### src/rtl/z_pi_pkg.sv
package z_pi_pkg;
  typedef enum logic {
    SRC_AMP = 1'b0,
    SRC_EXT = 1'b1
  } z_src_e;
  localparam int unsigned Z_FRAC = 8;
endpackage

### src/rtl/z_err_path.sv
module z_err_path
  import z_pi_pkg::*;
#(
  parameter  int DW   = 16,
  parameter  int GW   = 16,
  parameter  int FRAC = 8,
  localparam int PW   = DW + 1 + GW - FRAC
) (
  input  logic signed [DW-1:0] amp_i,
  input  logic signed [DW-1:0] ext_i,
  input  logic                 sel_i,
  input  logic signed [DW-1:0] setpoint_i,
  input  logic signed [GW-1:0] kp_i,
  input  logic signed [GW-1:0] ki_i,
  output logic signed [PW-1:0] p_term_o,
  output logic signed [PW-1:0] i_step_o
);
  localparam int EW = DW + 1;
  localparam int MW = EW + GW;

  logic signed [DW-1:0] ref_s;
  logic signed [EW-1:0] err;
  logic signed [MW-1:0] prod_p, prod_i;


  assign ref_s  = (z_src_e'(sel_i) == SRC_EXT) ? ext_i : amp_i;
  assign err    = EW'(ref_s) - EW'(setpoint_i);
  assign prod_p = MW'(err) * MW'(kp_i);
  assign prod_i = MW'(err) * MW'(ki_i);
  // dropping low bits of a two's complement product is a floor divide
  assign p_term_o = prod_p[MW-1:FRAC];
  assign i_step_o = prod_i[MW-1:FRAC];
endmodule

### src/rtl/z_integ.sv
module z_integ #(
  parameter int PW = 25,
  parameter int IW = 29
) (
  input  logic                 clk_i,
  input  logic                 rst_ni,
  input  logic                 step_i,
  input  logic                 preload_i,
  input  logic signed [IW-1:0] preload_val_i,
  input  logic signed [PW-1:0] inc_i,
  input  logic                 at_max_i,
  input  logic                 at_min_i,
  output logic signed [IW-1:0] acc_d_o
);
  logic signed [IW-1:0] acc_q;
  logic signed [IW:0]   sum_w;
  logic signed [IW-1:0] sum_sat;
  logic                 freeze;

  assign freeze = (at_max_i && (inc_i > 0)) || (at_min_i && (inc_i < 0));
  assign sum_w  = (IW+1)'(acc_q) + (IW+1)'(inc_i);

  always_comb begin
    if (sum_w[IW] != sum_w[IW-1])
      sum_sat = sum_w[IW] ? {1'b1, {(IW-1){1'b0}}} : {1'b0, {(IW-1){1'b1}}};
    else
      sum_sat = sum_w[IW-1:0];
  end

  always_comb begin
    if (!step_i)        acc_d_o = acc_q;
    else if (preload_i) acc_d_o = preload_val_i;
    else if (freeze)    acc_d_o = acc_q;
    else                acc_d_o = sum_sat;
  end

  always_ff @(posedge clk_i or negedge rst_ni) begin
    if (!rst_ni) acc_q <= '0;
    else         acc_q <= acc_d_o;
  end


  freeze_hold_chk: assert property (@(posedge clk_i) disable iff (!rst_ni)
    (step_i && !preload_i && freeze) |=> $stable(acc_q));
endmodule

### src/rtl/z_out_clamp.sv
module z_out_clamp #(
  parameter int DW = 16,
  parameter int PW = 25,
  parameter int IW = 29
) (
  input  logic signed [PW-1:0] p_i,
  input  logic signed [IW-1:0] acc_i,
  input  logic signed [DW-1:0] zmin_i,
  input  logic signed [DW-1:0] zmax_i,
  output logic signed [DW-1:0] z_o
);
  logic signed [IW:0] sum_w;

  assign sum_w = (IW+1)'(acc_i) + (IW+1)'(p_i);


  always_comb begin
    if (sum_w > (IW+1)'(zmax_i))      z_o = zmax_i;
    else if (sum_w < (IW+1)'(zmin_i)) z_o = zmin_i;
    else                              z_o = sum_w[DW-1:0];
  end
endmodule

### src/rtl/z_pi_ctrl.sv
module z_pi_ctrl #(
  parameter int DW   = 16,
  parameter int GW   = 16,
  parameter int FRAC = z_pi_pkg::Z_FRAC
) (
  input  logic                 clk_i,
  input  logic                 rst_ni,
  input  logic                 sample_i,
  input  logic signed [DW-1:0] amp_i,
  input  logic signed [DW-1:0] ext_i,
  input  logic                 src_sel_i,
  input  logic signed [DW-1:0] setpoint_i,
  input  logic signed [GW-1:0] kp_i,
  input  logic signed [GW-1:0] ki_i,
  input  logic signed [DW-1:0] zmin_i,
  input  logic signed [DW-1:0] zmax_i,
  input  logic signed [DW-1:0] hold_i,
  input  logic                 enable_i,
  output logic signed [DW-1:0] z_o
);
  localparam int PW = DW + 1 + GW - FRAC;
  localparam int IW = PW + 4;

  logic signed [PW-1:0] p_term, i_step;
  logic signed [IW-1:0] acc_d, preload_val;
  logic signed [DW-1:0] z_d, z_q;
  logic                 active_q, step;

  z_err_path #(.DW(DW), .GW(GW), .FRAC(FRAC)) u_err (
    .amp_i(amp_i), .ext_i(ext_i), .sel_i(src_sel_i), .setpoint_i(setpoint_i),
    .kp_i(kp_i), .ki_i(ki_i), .p_term_o(p_term), .i_step_o(i_step)
  );

  assign step        = sample_i && enable_i;
  // integrator preload for bumpless re-entry
  assign preload_val = IW'(hold_i) - IW'(p_term);

  z_integ #(.PW(PW), .IW(IW)) u_integ (
    .clk_i(clk_i), .rst_ni(rst_ni), .step_i(step), .preload_i(!active_q),
    .preload_val_i(preload_val), .inc_i(i_step),
    .at_max_i(z_q == zmax_i), .at_min_i(z_q == zmin_i), .acc_d_o(acc_d)
  );

  z_out_clamp #(.DW(DW), .PW(PW), .IW(IW)) u_clamp (
    .p_i(p_term), .acc_i(acc_d), .zmin_i(zmin_i), .zmax_i(zmax_i), .z_o(z_d)
  );

  always_ff @(posedge clk_i or negedge rst_ni) begin
    if (!rst_ni) begin
      z_q      <= '0;
      active_q <= 1'b0;
    end else if (!enable_i) begin
      z_q      <= hold_i;
      active_q <= 1'b0;
    end else if (sample_i) begin
      z_q      <= z_d;
      active_q <= 1'b1;
    end
  end

  assign z_o = z_q;


  hold_follow_chk: assert property (@(posedge clk_i) disable iff (!rst_ni)
    !enable_i |=> (z_o == $past(hold_i)));

  idle_stable_chk: assert property (@(posedge clk_i) disable iff (!rst_ni)
    (enable_i && !sample_i) |=> $stable(z_o));

  z_in_range_chk: assert property (@(posedge clk_i) disable iff (!rst_ni)
    (step && (zmin_i <= zmax_i)) |=> ((z_o >= $past(zmin_i)) && (z_o <= $past(zmax_i))));

  bumpless_chk: assert property (@(posedge clk_i) disable iff (!rst_ni)
    (step && !active_q && (hold_i >= zmin_i) && (hold_i <= zmax_i)) |=> (z_o == $past(hold_i)));
endmodule

### config.mk
export PLATFORM = sky130hd
export DESIGN_NAME = z_pi_ctrl
export DESIGN_NICKNAME = d
export VERILOG_FILES = /design/src/rtl/z_pi_pkg.sv /design/src/rtl/z_err_path.sv /design/src/rtl/z_integ.sv /design/src/rtl/z_out_clamp.sv /design/src/rtl/z_pi_ctrl.sv
export SDC_FILE = /design/constraint.sdc
export NUM_CORES = 2
export LEC_CHECK = 0
export ABC_AREA = 0
export CAP_MARGIN = 20
export CORE_AREA = 2 2 473 240
export CTS_CLUSTER_SIZE = 10
export DETAILED_ROUTE_END_ITERATION = 12
export DIE_AREA = 0 0 475 242
export HOLD_SLACK_MARGIN = 0.02
export PLACE_DENSITY_LB_ADDON = 0.12
export SKIP_LAST_GASP = 1
export SLEW_MARGIN = 30
export SYNTH_ARGS = -nofsm -noshare
export SYNTH_HDL_FRONTEND = slang
export SYNTH_SLANG_ARGS = --single-unit
export TNS_END_PERCENT = 30
### constraint.sdc
create_clock -name clk_i -period 10.3 [get_ports clk_i]
set_input_delay 3.09 -clock clk_i [delete_from_list [all_inputs] [get_ports clk_i]]
set_output_delay 3.09 -clock clk_i [all_outputs]
set_load 0.01 [all_outputs]
==> results.md <==
* Highest metal used: met4
* Hold WC Path Type: register to register
* Starting Density at 26.73%
* Clk sinks at 46
* Vias per Instance at 4.523
* Fill count at 11430
* Die W at 475 µm
* Initial antenna violation count at 2
* DR WL/cell at 19.18 µm
* Final setup viols at 45
* CP Buf/Inv Count at 14
* Maximum clock rate at 0.05876 GHz
* Combinational family with the most area after synthesis: adder cells
* Seq. cell area at 0.001151 mm²
* Num CTS Buffers at 5
* Clock Latency Late Sink at 0.32 ns
* Crit-path leading delay family: compound AO/OA/AOI/OAI gates
* CP required at 10.50 ns
* Synth Area in Compound Gates at 12.11%
* Layout cells sized above 1 at 27.61%
* Max clock buf depth at 2
* CP arrival at 17.22 ns
* Yosys warns at 0
* Antenna viol nets, final at 0
* CP startpoint kind: input port
* Synth Register Bits at 46
* CP Capture Type: register
* Max FO, Critical Path at 7
* WHS at 0.5873 ns
* Multi-input logic area at 0.02719 mm²
* Hold Buf Count CTS at 0
* Setup WS post-layout at -6.719 ns
* Gp weighted congestion at 0.9071
* Grt ovf at 0
* Root buffer cell: clkbuf_16
* Setup Crit Path Kind: input port to register
* Mux contribution to synthesized area at 0.9750%
* XOR/XNOR share of the synthesized area at 5.178%
* Distinct cells, synth at 90
* Failing checks: negative setup slack
* Commonest cells in the netlist: inv_1 (703), fa_1 (548), nand2_1 (353), ha_1 (322), and2_1 (205)
* Worst path max stage delay at 0.59 ns
* Syn Nets at 4506
* Share of flip-flops with an asynchronous set or reset at 100.0%
* Simple-gate share of the synthesized area at 16.73%
* Rows at 87
* Area share of the largest cell type after synthesis at 36.85%
* Final net count at 5425
* Final worst path period share at 165.2%
* IO Count at 149
* Number of global-route vias before repair at 26520
* M1 WL at 66470 µm
* Slew headroom at 46.05%
* First-pass detailed-route iteration total at 7
* CP max-delay cell: fa_2
* Core box area at 0.1114 mm²
* First-pass GRT wire length at 171600 µm
* Dpl hpwl at 101200 µm
* RSZ-0062 raised after global routing: true
* Die Area at 0.1150 mm²
* DR vias at 26870
* Clk_skew at 0.01103 ns
* Largest net degree at the start of global routing at 47
* DRT iter0 DRCs at 1848
* Yosys top cell by area: fa_1
* Tot GR Track Use at 19.58%
* CTS clock-pin slew for the worst setup and hold paths at 0.08 ns
* DRC viols at 0
* Layout overhead on the synthesized area at 41.25%
* Max-cap violations at 0
* Synth area leaders: fa_1 (37%), ha_1 (14%), inv_1 (8.9%), nand2_1 (4.5%), and2_1 (4.3%)
* PortBufs at 148
* Avg Cell Area, Syn at 8.499 µm²
* Sequential area share after synthesis at 3.867%
* Final hold vios at 0
* WL met2 at 36820 µm
* Most common cell in the netlist: inv_1
* Post-Synth Adder-Cell Area at 50.48%
* Status: finished, violations left
* Slew Limit Fails at 0
* Worst-Margin Slew at 0.8062 ns
* TritonCTS clock tree: yes
* Top_reg_cell synth: dfrtp_1
* Post-synthesis instance total at 3503
* Final WL at 113900 µm
* Post-synth EDFFs at 0
* Mapped Area at 0.02977 mm²
* Metal3 WL at 10290 µm
* Min cycle time layout at 17.02 ns
* H-Tree Depth at 2
* Chip height at 242 µm
## cells by family (layout without fill, tap and decap cells)
| kind of cell | Yosys count | count (layout) |
|---|---|---|
| adder cells (fa/ha/maj) | 873 | 873 |
| AND/OR/NAND/NOR | 1001 | 1001 |
| buffers and inverters | 840 | 1759 |
| multiplexers | 27 | 27 |
| XOR/XNOR | 176 | 176 |
| other | 0 | 3 |
| flip-flops | 46 | 46 |
| AO/OA/AOI/OAI | 540 | 541 |
## final timing paths
| kind | from | endpoint | slack (ns) | depth (start not counted) |
|---|---|---|---|---|
| max in group asynchronous | rst_ni | u_integ.acc_q[7] | 6.83 | 2 |
| setup reg to reg | u_integ.acc_q[0] | z_o[10] | 2.79 | 40 |
| min in group asynchronous | rst_ni | z_o[14] | 2.92 | 2 |
| hold / removal | u_integ.acc_q[2] | u_integ.acc_q[2] | 0.59 | 2 |
| setup / recovery | src_sel_i | z_o[10] | -6.72 | 73 |
| hold reg to reg | u_integ.acc_q[2] | u_integ.acc_q[2] | 0.59 | 2 |
## per-stage QoR
step | area, µm² | utilization (%) | setup WS, ns | setup TNS, ns | cells
6_report | 42050 | 37.76 | -6.719 | -188.66 | 5939
5_1_grt | 42050 | 37.76 | -7.363 | -211.30 | 5936
4_1_cts | 40980 | 36.80 | -7.051 | -207.26 | 5897
3_5_place_dp | 39930 | 35.85 | -8.245 | -249.07 | 5862
3_3_place_gp | 39930 | 35.85 | -8.185 | -248.29 | 5862
2_1_floorplan | 30250 | - | -6.105 | -165.20 | 3503
## area by class of cell
type,instances,share of cell area [%]
Multi-Input combinational cell,2618,64.66
Timing Repair Buffer,1047,21.45
Inverter,704,6.284
Tap cell,1513,4.502
Sequential cell,46,2.737
Clock buffer,5,0.2975
Clock inverter,3,0.05058
Antenna cell,3,0.01785
## cells in the final DEF (no fill, tap or decap), types with 11 or more instances in the layout
master	synthesis	layout
nand4_1	21	21
ha_4	0	25
nor3_1	35	25
or3_1	17	13
and3_1	23	21
nor2b_1	62	58
a21oi_1	131	93
xnor2_2	0	17
ha_1	322	293
buf_12	0	52
o21ai_2	3	21
clkdlybuf4s50_1	0	138
and2_1	205	194
o21ai_1	15	28
mux2_2	16	15
o21a_1	29	28
fa_2	0	14
nand2_1	353	345
xnor2_1	123	104
a21o_1	62	62
buf_4	0	823
buf_6	1	21
nand2b_1	50	48
a31oi_1	17	11
a21oi_2	2	34
nor2_2	0	14
o21ai_0	110	73
o21bai_1	14	14
nor2_1	139	123
fa_1	548	534
o211ai_1	15	15
xor2_1	53	47
dfrtp_1	46	46
nand3_1	61	54
inv_1	703	695
## routing by layer
metal / track usage, % / up-vias
li1: - / 12930
met1: 35.16 / 13230
met2: 21.71 / 694
met3: 5.954 / 18
met4: 0.6650 / 0
met5: 0 / -
## registers in the layout (all words and copies together) (netlist names)
signal	flops
active_q	1
u_integ.acc_q	29
z_o	16
## worst reg2reg max path: cells and delay by family (launching register included)
family / cells / cell delay, ns
AOI/OAI and AO/OA: 22 / 3.90
xor gates and xnor gates: 1 / 0.09
adders and majority gates: 3 / 0.86
buffers and inverters: 8 / 1.09
DFF: 1 / 0.39
and+or+nand+nor: 6 / 1.06
## what timing repair did
action / in CTS / in global routing
gates cloned: 1 / 2
setup buffers: 26 / 38
pin swaps: 89 / 107
setup endpoints to repair: 45 / 45
resized for setup: 128 / 156
Power is not shown: default switching activity piles up to over one toggle a cycle in this logic, so the estimate is an artifact.
